===== src/rtl/dchain_pkg.sv =====
package dchain_pkg;
   localparam int unsigned DESC_WORDS = 8;
   localparam int unsigned IDX_W      = $clog2(DESC_WORDS);

   typedef enum logic [IDX_W-1:0] {
      SLOT_NEXT  = 3'd0,
      SLOT_SRC1  = 3'd1,
      SLOT_SRC2  = 3'd2,
      SLOT_SRC3  = 3'd3,
      SLOT_SRC4  = 3'd4,
      SLOT_DST   = 3'd5,
      SLOT_COUNT = 3'd6,
      SLOT_CTRL  = 3'd7
   } slot_e;

   typedef enum logic [1:0] {
      ST_IDLE,
      ST_REQ,
      ST_WAIT,
      ST_HOLD
   } fetch_st_e;
endpackage


===== src/rtl/dchain_regs.sv =====
module dchain_regs
   import dchain_pkg::*;
#(
   parameter int unsigned DATA_W     = 32,
   parameter bit          SLOT_RESET = 1'b1
) (
   input  logic                         clk,
   input  logic                         rst_n,
   input  logic                         wr_en_i,
   input  logic [IDX_W-1:0]             wr_idx_i,
   input  logic [DATA_W-1:0]            wr_data_i,
   output logic [DESC_WORDS*DATA_W-1:0] words_o
);
   // one register per descriptor word, written only when addressed
   for (genvar g = 0; g < DESC_WORDS; g++) begin : g_slot
      logic [DATA_W-1:0] q;
      logic              hit;
      assign hit = wr_en_i && (wr_idx_i == IDX_W'(g));
      if (SLOT_RESET) begin : g_rst
         always_ff @(posedge clk or negedge rst_n) begin
            if (!rst_n)   q <= '0;
            else if (hit) q <= wr_data_i;
         end
      end else begin : g_nrst
         always_ff @(posedge clk) begin
            if (hit) q <= wr_data_i;
         end
      end
      assign words_o[g*DATA_W +: DATA_W] = q;
   end
endmodule


===== src/rtl/dchain_seq.sv =====
module dchain_seq
   import dchain_pkg::*;
#(
   parameter int unsigned ADDR_W = 32,
   parameter int unsigned DATA_W = 32,
   parameter int unsigned CNT_W  = 16
) (
   input  logic              clk,
   input  logic              rst_n,
   input  logic              start_i,
   input  logic [ADDR_W-1:0] start_addr_i,
   input  logic              abort_i,
   input  logic              rd_rvalid_i,
   input  logic              engine_done_i,
   input  logic [ADDR_W-1:0] next_ptr_i,
   output logic              rd_req_o,
   output logic [ADDR_W-1:0] rd_addr_o,
   output logic              wr_en_o,
   output logic [IDX_W-1:0]  wr_idx_o,
   output logic              desc_valid_o,
   output logic              busy_o,
   output logic              chain_done_o,
   output logic [CNT_W-1:0]  desc_cnt_o
);
   localparam int unsigned BYTES_PER_WORD = DATA_W / 8;
   localparam int unsigned OFS_LSB        = $clog2(BYTES_PER_WORD);
   localparam int unsigned ALIGN_LSB      = $clog2(DESC_WORDS * BYTES_PER_WORD);
   localparam logic [ADDR_W-1:0] ALIGN_MASK = ~((ADDR_W'(1) << ALIGN_LSB) - ADDR_W'(1));

   fetch_st_e         state;
   logic [IDX_W-1:0]  idx;
   logic [ADDR_W-1:0] base;
   logic [CNT_W-1:0]  cnt;
   logic              done_q;
   logic [ADDR_W-1:0] link_addr;
   logic              link_end;
   logic              last_word;

   assign link_addr = next_ptr_i & ALIGN_MASK;
   assign link_end  = (link_addr == '0);
   assign last_word = (idx == IDX_W'(DESC_WORDS - 1));

   always_ff @(posedge clk or negedge rst_n) begin
      if (!rst_n) begin
         state  <= ST_IDLE;
         idx    <= '0;
         base   <= '0;
         cnt    <= '0;
         done_q <= 1'b0;
      end else begin
         done_q <= 1'b0;
         if (abort_i) begin
            state <= ST_IDLE;
         end else begin
            unique case (state)
               ST_IDLE: if (start_i) begin
                  state <= ST_REQ;
                  base  <= start_addr_i & ALIGN_MASK;
                  idx   <= '0;
                  cnt   <= '0;
               end
               ST_REQ:  state <= ST_WAIT;
               ST_WAIT: if (rd_rvalid_i) begin
                  if (last_word) state <= ST_HOLD;
                  else begin
                     idx   <= idx + IDX_W'(1);
                     state <= ST_REQ;
                  end
               end
               ST_HOLD: if (engine_done_i) begin
                  cnt <= cnt + CNT_W'(1);
                  idx <= '0;
                  if (link_end) begin
                     state  <= ST_IDLE;
                     done_q <= 1'b1;
                  end else begin
                     base  <= link_addr;
                     state <= ST_REQ;
                  end
               end
               default: state <= ST_IDLE;
            endcase
         end
      end
   end

   assign rd_req_o     = (state == ST_REQ);
   assign rd_addr_o    = base | (ADDR_W'(idx) << OFS_LSB);
   assign wr_en_o      = (state == ST_WAIT) && rd_rvalid_i && !abort_i;
   assign wr_idx_o     = idx;
   assign desc_valid_o = (state == ST_HOLD);
   assign busy_o       = (state != ST_IDLE);
   assign chain_done_o = done_q;
   assign desc_cnt_o   = cnt;

   AST_REQ_PULSE: assert property (@(posedge clk) disable iff (!rst_n)
      rd_req_o |=> !rd_req_o);
   AST_VALID_HELD: assert property (@(posedge clk) disable iff (!rst_n)
      (desc_valid_o && !engine_done_i && !abort_i) |=> desc_valid_o);
   AST_DONE_SINGLE: assert property (@(posedge clk) disable iff (!rst_n)
      chain_done_o |=> !chain_done_o);
   AST_DONE_IDLE: assert property (@(posedge clk) disable iff (!rst_n)
      chain_done_o |-> !busy_o);
   AST_START_IGNORED: assert property (@(posedge clk) disable iff (!rst_n)
      (busy_o && start_i && !abort_i && !(desc_valid_o && engine_done_i))
      |=> (desc_cnt_o == $past(desc_cnt_o)));
   AST_CNT_STEP: assert property (@(posedge clk) disable iff (!rst_n)
      (desc_valid_o && engine_done_i && !abort_i)
      |=> (desc_cnt_o == $past(desc_cnt_o) + CNT_W'(1)));
   AST_ABORT_IDLE: assert property (@(posedge clk) disable iff (!rst_n)
      abort_i |=> (!busy_o && !desc_valid_o && !chain_done_o));
endmodule


===== src/rtl/dchain_fetch.sv =====
module dchain_fetch
   import dchain_pkg::*;
#(
   parameter int unsigned ADDR_W     = 32,
   parameter int unsigned DATA_W     = 32,
   parameter int unsigned CNT_W      = 16,
   parameter bit          SLOT_RESET = 1'b1
) (
   input  logic                clk,
   input  logic                rst_n,
   input  logic                start_i,
   input  logic [ADDR_W-1:0]   start_addr_i,
   input  logic                abort_i,
   output logic                rd_req_o,
   output logic [ADDR_W-1:0]   rd_addr_o,
   input  logic                rd_rvalid_i,
   input  logic [DATA_W-1:0]   rd_rdata_i,
   output logic                desc_valid_o,
   input  logic                engine_done_i,
   output logic [DATA_W-1:0]   next_ptr_o,
   output logic [4*ADDR_W-1:0] src_addr_o,
   output logic [ADDR_W-1:0]   dst_addr_o,
   output logic [DATA_W-1:0]   byte_count_o,
   output logic [DATA_W-1:0]   ctrl_o,
   output logic                busy_o,
   output logic                chain_done_o,
   output logic [CNT_W-1:0]    desc_cnt_o
);
   localparam int unsigned BYTES_PER_WORD = DATA_W / 8;
   localparam int unsigned ALIGN_LSB      = $clog2(DESC_WORDS * BYTES_PER_WORD);
   localparam int unsigned NUM_SRC        = 4;

   if ((DATA_W % 8) != 0 || (1 << $clog2(BYTES_PER_WORD)) != BYTES_PER_WORD) begin : g_bad_data
      $error("dchain_fetch: DATA_W must be a power-of-two number of bytes");
   end
   if (ADDR_W > DATA_W || ADDR_W <= ALIGN_LSB) begin : g_bad_addr
      $error("dchain_fetch: ADDR_W must fit a word and exceed the alignment bits");
   end
   if (CNT_W < 1) begin : g_bad_cnt
      $error("dchain_fetch: CNT_W must be at least 1");
   end

   logic [DESC_WORDS*DATA_W-1:0] words;
   logic                         wr_en;
   logic [IDX_W-1:0]             wr_idx;

   dchain_regs #(
      .DATA_W     (DATA_W),
      .SLOT_RESET (SLOT_RESET)
   ) u_regs (
      .clk       (clk),
      .rst_n     (rst_n),
      .wr_en_i   (wr_en),
      .wr_idx_i  (wr_idx),
      .wr_data_i (rd_rdata_i),
      .words_o   (words)
   );

   dchain_seq #(
      .ADDR_W (ADDR_W),
      .DATA_W (DATA_W),
      .CNT_W  (CNT_W)
   ) u_seq (
      .clk           (clk),
      .rst_n         (rst_n),
      .start_i       (start_i),
      .start_addr_i  (start_addr_i),
      .abort_i       (abort_i),
      .rd_rvalid_i   (rd_rvalid_i),
      .engine_done_i (engine_done_i),
      .next_ptr_i    (next_ptr_o[ADDR_W-1:0]),
      .rd_req_o      (rd_req_o),
      .rd_addr_o     (rd_addr_o),
      .wr_en_o       (wr_en),
      .wr_idx_o      (wr_idx),
      .desc_valid_o  (desc_valid_o),
      .busy_o        (busy_o),
      .chain_done_o  (chain_done_o),
      .desc_cnt_o    (desc_cnt_o)
   );

   assign next_ptr_o   = words[int'(SLOT_NEXT)*DATA_W +: DATA_W];
   assign dst_addr_o   = words[int'(SLOT_DST)*DATA_W +: ADDR_W];
   assign byte_count_o = words[int'(SLOT_COUNT)*DATA_W +: DATA_W];
   assign ctrl_o       = words[int'(SLOT_CTRL)*DATA_W +: DATA_W];

   for (genvar s = 0; s < NUM_SRC; s++) begin : g_src
      assign src_addr_o[s*ADDR_W +: ADDR_W] = words[(int'(SLOT_SRC1) + s)*DATA_W +: ADDR_W];
   end

   AST_REGS_STABLE: assert property (@(posedge clk) disable iff (!rst_n)
      (desc_valid_o && !engine_done_i && !abort_i) |=> $stable(words));
   AST_NO_LOAD_WHILE_OFFERED: assert property (@(posedge clk) disable iff (!rst_n)
      desc_valid_o |-> !wr_en);
endmodule


===== config.mk =====
export PLATFORM = sky130hd
export DESIGN_NAME = dchain_fetch
export DESIGN_NICKNAME = d
export VERILOG_FILES = /design/src/rtl/dchain_pkg.sv /design/src/rtl/dchain_regs.sv /design/src/rtl/dchain_seq.sv /design/src/rtl/dchain_fetch.sv
export SDC_FILE = /design/constraint.sdc
export NUM_CORES = 1
export LEC_CHECK = 0
export BUFFER_PORTS_ARGS = -buffer_cell sky130_fd_sc_hd__buf_2
export CAP_MARGIN = 20
export CORE_ASPECT_RATIO = 1.75
export CORE_MARGIN = 1
export CORE_UTILIZATION = 45
export DETAILED_ROUTE_END_ITERATION = 12
export PLACE_DENSITY = 0.82
export SYNTH_ARGS = -nofsm -noshare
export SYNTH_HDL_FRONTEND = slang
export SYNTH_SLANG_ARGS = --single-unit

===== constraint.sdc =====
create_clock -name clk -period 1.9 [get_ports clk]
set_clock_uncertainty 0.05 [all_clocks]
set_input_delay 0.19 -clock clk [delete_from_list [all_inputs] [get_ports clk]]
set_output_delay 0.19 -clock clk [all_outputs]
set_load 0.1 [all_outputs]

-- Word-level counts from Yosys, hierarchy flattened
Cells that the tools add are included.
- register bits: 310
- input port bits: 70
- output and inout bits: 308
- word-level logic and storage cells: 79
- add/subtract/negate cells: 2
- equality and inequality tests: 18
- muxes and demuxes: 23
- bitwise gates (word level): 2
- reductions and logical operators: 21
- operators by type and width (operator ; count):
    2-to-1 mux 32 bit ; 3
    case mux 32 bit (2 select lines) ; 1
    zero test 32 bit ; 1
    2-to-1 mux 16 bit ; 2
    OR 32 x 5 -> 32 bit ; 1
    case mux 16 bit (2 select lines) ; 1
    adder 16 x 1 -> 16 bit (second input constant) ; 1
    equality test 3 bit (second input constant) ; 4
    2-to-1 mux 3 bit ; 4
    logical AND 1 bit ; 10
    2-to-1 mux 2 bit ; 5
    case mux 3 bit (3 select lines) ; 1
    != test 2 bit (second input constant) ; 4
    case mux 2 bit (4 select lines) ; 1
    equality test 3 x 2 -> 1 bit (second input constant) ; 2
    != test 3 bit (second input constant) ; 2
    AND reduction 6 bit ; 1
    2-to-1 mux 1 bit ; 5
    AND reduction 5 bit ; 1
    equality test 2 bit (second input constant) ; 2
    AND reduction 4 bit ; 1
    nonzero test 2 bit ; 2
    adder 3 x 1 -> 3 bit (second input constant) ; 1
    equality test 3 x 1 -> 1 bit (second input constant) ; 1
    9 further kinds ; 9

-- Depth between registers and ports, before layout
- depth in word-level cells: 5
- mapped depth: 8
- depth with buffers taken out: 6

-- By module
Synthesis repeated with hierarchy kept, for this count alone.
- cell total of the unflattened synthesis: 799
- area total of the unflattened synthesis: 12339.3 sq um
- by module, submodules not included (module ; times used ; cells an instance ; area each (sq um) ; seq. area each (sq um)):
    dchain_regs ; 1 ; 551 ; 9620.5 ; 6406.1
    dchain_seq ; 1 ; 248 ; 2718.9 ; 1226.2

-- Least setup slack after synthesis
Ideal clock, no wire load.
- path type: reg2reg
- from: register u_seq.state[0]
- to: register u_seq.base[27]
- setup time: 0.124 ns
- arrival: 2.437 ns
- data required time: 1.726 ns
- slack: -0.711 ns
- cell stages (with the launch flop): 6
- buffers on the path: 2
- clock period less this slack: 2.611 ns
- path through: dfrtp_1 ha_1 buf_2 clkbuf_1 mux2i_1 o2bb2ai_2
- word-level cells in the longest chain between the ends: 3
- elaborated cells between the ends (all ways): 8
- classes of those cells: 4 x eq/ne; 1 x mux; 3 x reduce/logical
- RTL lines (what ; line ; source):
    start: declaration ; dchain_seq.sv:30 ; fetch_st_e state;
    start signal: assignment ; dchain_seq.sv:45 ; state <= ST_IDLE;
    start signal: assignment ; dchain_seq.sv:53 ; state <= ST_IDLE;
    start signal: assignment ; dchain_seq.sv:57 ; state <= ST_REQ;
    equality test 2 bit (*) ; -- ;
    via desc_valid_o ; dchain_fetch.sv:18 ; output logic desc_valid_o,
    != test 2 bit (no line) (tied with other cells) ; -- ;
    AND reduction 5 bit (no line) ; -- ;
    end signal: assignment ; dchain_seq.sv:58 ; base <= start_addr_i & ALIGN_MASK;
    end signal: assignment ; dchain_seq.sv:77 ; base <= link_addr;
    end: declaration ; dchain_seq.sv:32 ; logic [ADDR_W-1:0] base;
Mark *: on every way through the listed nets, which the timed path passes. The rest lies on a longest branch.
A chain may end at the register's enable or synchronous reset.

-- Worst setup path in the final report
- from: register u_seq.state[1]
- to: register u_regs.g_slot[5].q[4]
- word-level cells in the longest chain between the ends: 4
- RTL lines (what ; line ; source):
    equality test 2 bit ; dchain_seq.sv:89 ; assign wr_en_o = (state == ST_WAIT) && rd_rvalid_i && !abort_i;
    logical AND 1 bit (2 in series) ; dchain_seq.sv:89 ;
    logical AND 1 bit ; dchain_regs.sv:18 ; assign hit = wr_en_i && (wr_idx_i == IDX_W'(g));
    end signal: assignment ; dchain_regs.sv:22 ; else if (hit) q <= wr_data_i;
    end: declaration ; dchain_regs.sv:16 ; logic [DATA_W-1:0] q;
No other way between the ends.

==> impl_metrics.env <==
export IMPL_outcome="complete, no violations"
export IMPL_gp_congestion=0.836
export IMPL_synth_edff_count=0
export IMPL_insertion_delay_ns=0.54
export IMPL_synth_area_mm2=0.0123
export IMPL_portBuffers=370
export IMPL_antenna_found_initial=0
export IMPL_synth_warnings=0
export IMPL_grt_pass1_wl_um=57600
export IMPL_seq_area_frac_synth=0.619
export IMPL_power_uw=24700
export IMPL_die_w_um=127
export IMPL_grt_total_usage=0.271
export IMPL_remaining_drc_errors=0
export IMPL_dr_pass1_iters=4
export IMPL_relSlewSlack=0.648
export IMPL_io_pins=378
export IMPL_fillers=1852
export IMPL_routed_via_density=5.37
export IMPL_yosys_area_top_type="dfrtp_1"
export IMPL_setup_viol=0
export IMPL_grt_max_degree=64
export IMPL_post_route_min_period_ns=1.88
export IMPL_final_util=0.659
export IMPL_maxCapViolCount=0
export IMPL_holdWs_ns=0.0153
export IMPL_min_delay_path_class="input port to flip-flop"
export IMPL_async_flop_share=1.00
export IMPL_yosys_cell_count_top_type="dfrtp_1"
export IMPL_drive_gt1_frac=0.634
export IMPL_cts_sinks=305
export IMPL_synth_cells=802
export IMPL_worstSetupStartpointType="flip-flop"
export IMPL_clkTransAtPathRegs_ns=0.07
export IMPL_die_h_um=221
export IMPL_rows=79
export IMPL_fmax_ghz=0.531
export IMPL_grt_setup_unrepaired="true"
export IMPL_synth_area_leaders="dfrtp_1 62%, mux2_2 21%, mux2_1 2.7%, mux2i_1 2.4%, o2bb2ai_2 2.4%"
export IMPL_seqCellArea_mm2=0.00770
export IMPL_arrival_ns=2.25
export IMPL_cp_end_kind="flip-flop"
export IMPL_grt_overflow_total=0
export IMPL_area_growth_pct=43.1
export IMPL_final_cell_area_mm2=0.0176
export IMPL_synth_top_cell_area_share=0.619
export IMPL_p_per_area_mw_per_mm2=1400
export IMPL_grt_pass1_vias=9772
export IMPL_nNetsFinal=1394
export IMPL_initialDrtViolationCount=326
export IMPL_final_cells=1697
export IMPL_synth_seq_cells=305
export IMPL_core_area_mm2=0.0268
export IMPL_multi_input_area_mm2=0.00485
export IMPL_worstPathRequired_ns=2.26
export IMPL_ir_drop_mv=1.22
export IMPL_start_util=0.460
export IMPL_cts_htree_levels=1
export IMPL_synth_common_cells="305 x dfrtp_1, 226 x mux2_2, 30 x mux2_1, 30 x mux2i_1, 22 x buf_2"
export IMPL_p_leak_uw=0.00944
export IMPL_cts_buffers=27
export IMPL_drtAntennaViolNets=0
export IMPL_worstSetupPathType="flip-flop to flip-flop"
export IMPL_drv_slew=0
export IMPL_dpl_hpwl_um=25300
export IMPL_yosysUniqueCellTypes=43
export IMPL_placed_area_mm2=0.0154
export IMPL_die_area_mm2=0.0281
export IMPL_wl_per_cell_um=23.1
export IMPL_vias=9106
export IMPL_hold_viol=0
export IMPL_worst_pin_slew_ns=0.531
export IMPL_routed_wl_um=39200
export IMPL_cts_tree="yes"
export IMPL_r2r_setup_slack_ns=0.02
export IMPL_post_route_period_util=0.991
export IMPL_ys_dominant_reg_cell="dfrtp_1"
export IMPL_synth_area_per_cell_um2=15.4
export IMPL_cts_root_buffer="clkbuf_16"
export IMPL_path_max_fanout=17
export IMPL_dp_cells=1566
export IMPL_cts_max_path_buffers=3
[placed cells by master (no fill, tap or decap), drive strengths merged, types with 3 or more instances in the layout]
| cell type | instances |
|---|---|
| nand2 | 19 |
| mux2 | 256 |
| clkinv | 5 |
| nor2 | 6 |
| o31ai | 9 |
| nor4 | 9 |
| and3 | 5 |
| nand2b | 7 |
| nor3 | 3 |
| dlygate4sd3 | 60 |
| a22o | 4 |
| nand4 | 3 |
| nand3 | 13 |
| a21oi | 12 |
| o21ai | 7 |
| bufinv | 4 |
| clkbuf | 44 |
| or4 | 11 |
| ha | 12 |
| buf | 453 |
| inv | 8 |
| o2bb2ai | 27 |
| mux2i | 30 |
| dfrtp | 305 |
[path summary, 6_finish.rpt]
kind | from | endpoint | cells past startpoint
hold / removal | rd_rdata_i[30] | u_regs.g_slot[7].q[30] | 2
min in group asynchronous | rst_n | u_regs.g_slot[6].q[23] | 2
hold reg to reg | u_regs.g_slot[0].q[1] | u_regs.g_slot[0].q[1] | 1
setup / recovery | u_seq.state[1] | u_regs.g_slot[5].q[4] | 6
setup reg to reg | u_seq.state[1] | u_regs.g_slot[5].q[4] | 6
max in group asynchronous | rst_n | u_regs.g_slot[2].q[14] | 4
[power by group]
part | switching, uW | internal (uW)
clock | 2420 | 3320
sequential | 673 | 7400
combinational | 8530 | 2350
[what timing repair did]
item / in CTS / in global routing
hold endpoints to repair: 514 / 0
cloned: 4 / 8
endpoints found under the setup margin: 119 / 182
resized for setup: 34 / 42
pin swaps: 8 / 10
setup buffers: 12 / 2
hold buffers: 60 / 0
[sequential cells by signal, summed over array words and instances (netlist names)]
name                count
u_seq.desc_cnt_o       16
u_seq.wr_idx_o          3
u_regs.g_slot.q       256
u_seq.chain_done_o      1
u_seq.base             27
u_seq.state             2
[worst max-delay path, stage by stage, from the launching register on]
cell and delay (ns):
dfrtp_2 0.45, ha_4 0.17, and3b_2 0.24, buf_6 0.14, nand3_4 0.14, buf_12 0.19, mux2_2 0.35
[metrics by stage]
step	setup TNS (ns)	worst slack (ns)
after floorplan	-2.11	-0.104
after global placement	-5.54	-0.164
after detailed placement	-6.62	-0.163
after CTS	-1.51	-0.0971
after global routing	-0.539	-0.0306
final	0	0.0167
[cells by family (layout without fill, tap and decap cells)]
kind of cell,after synthesis,in the layout,share of synthesized area
buffers and inverters,50,578,0.0222
other,1,3,0.000304
AND/OR/NAND/NOR,85,86,0.0397
adder cells (fa/ha/maj),12,12,0.0122
flip-flops,305,305,0.619
AO/OA/AOI/OAI,63,63,0.0484
multiplexers,286,286,0.258
[area by class of cell]
class / count / area share
Tap cell: 364 / 0.0258
Antenna cell: 1 / 0.000142
Multi-Input combinational cell: 449 / 0.275
Clock buffer: 38 / 0.0429
Sequential cell: 305 / 0.437
Timing Repair Buffer: 521 / 0.208
Inverter: 8 / 0.00184
Clock inverter: 11 / 0.00908
[routing by layer]
metal	routed length (um)	GRT usage	part of all wire	up-vias
met2	21300	0.496	0.54	383
li1	-	-	-	3934
met4	2000	0.137	0.051	0
met1	14100	0.300	0.36	4678
met3	1830	0.0416	0.047	111
met5	0	0	0	-
Power figures use the tool's default switching activity.
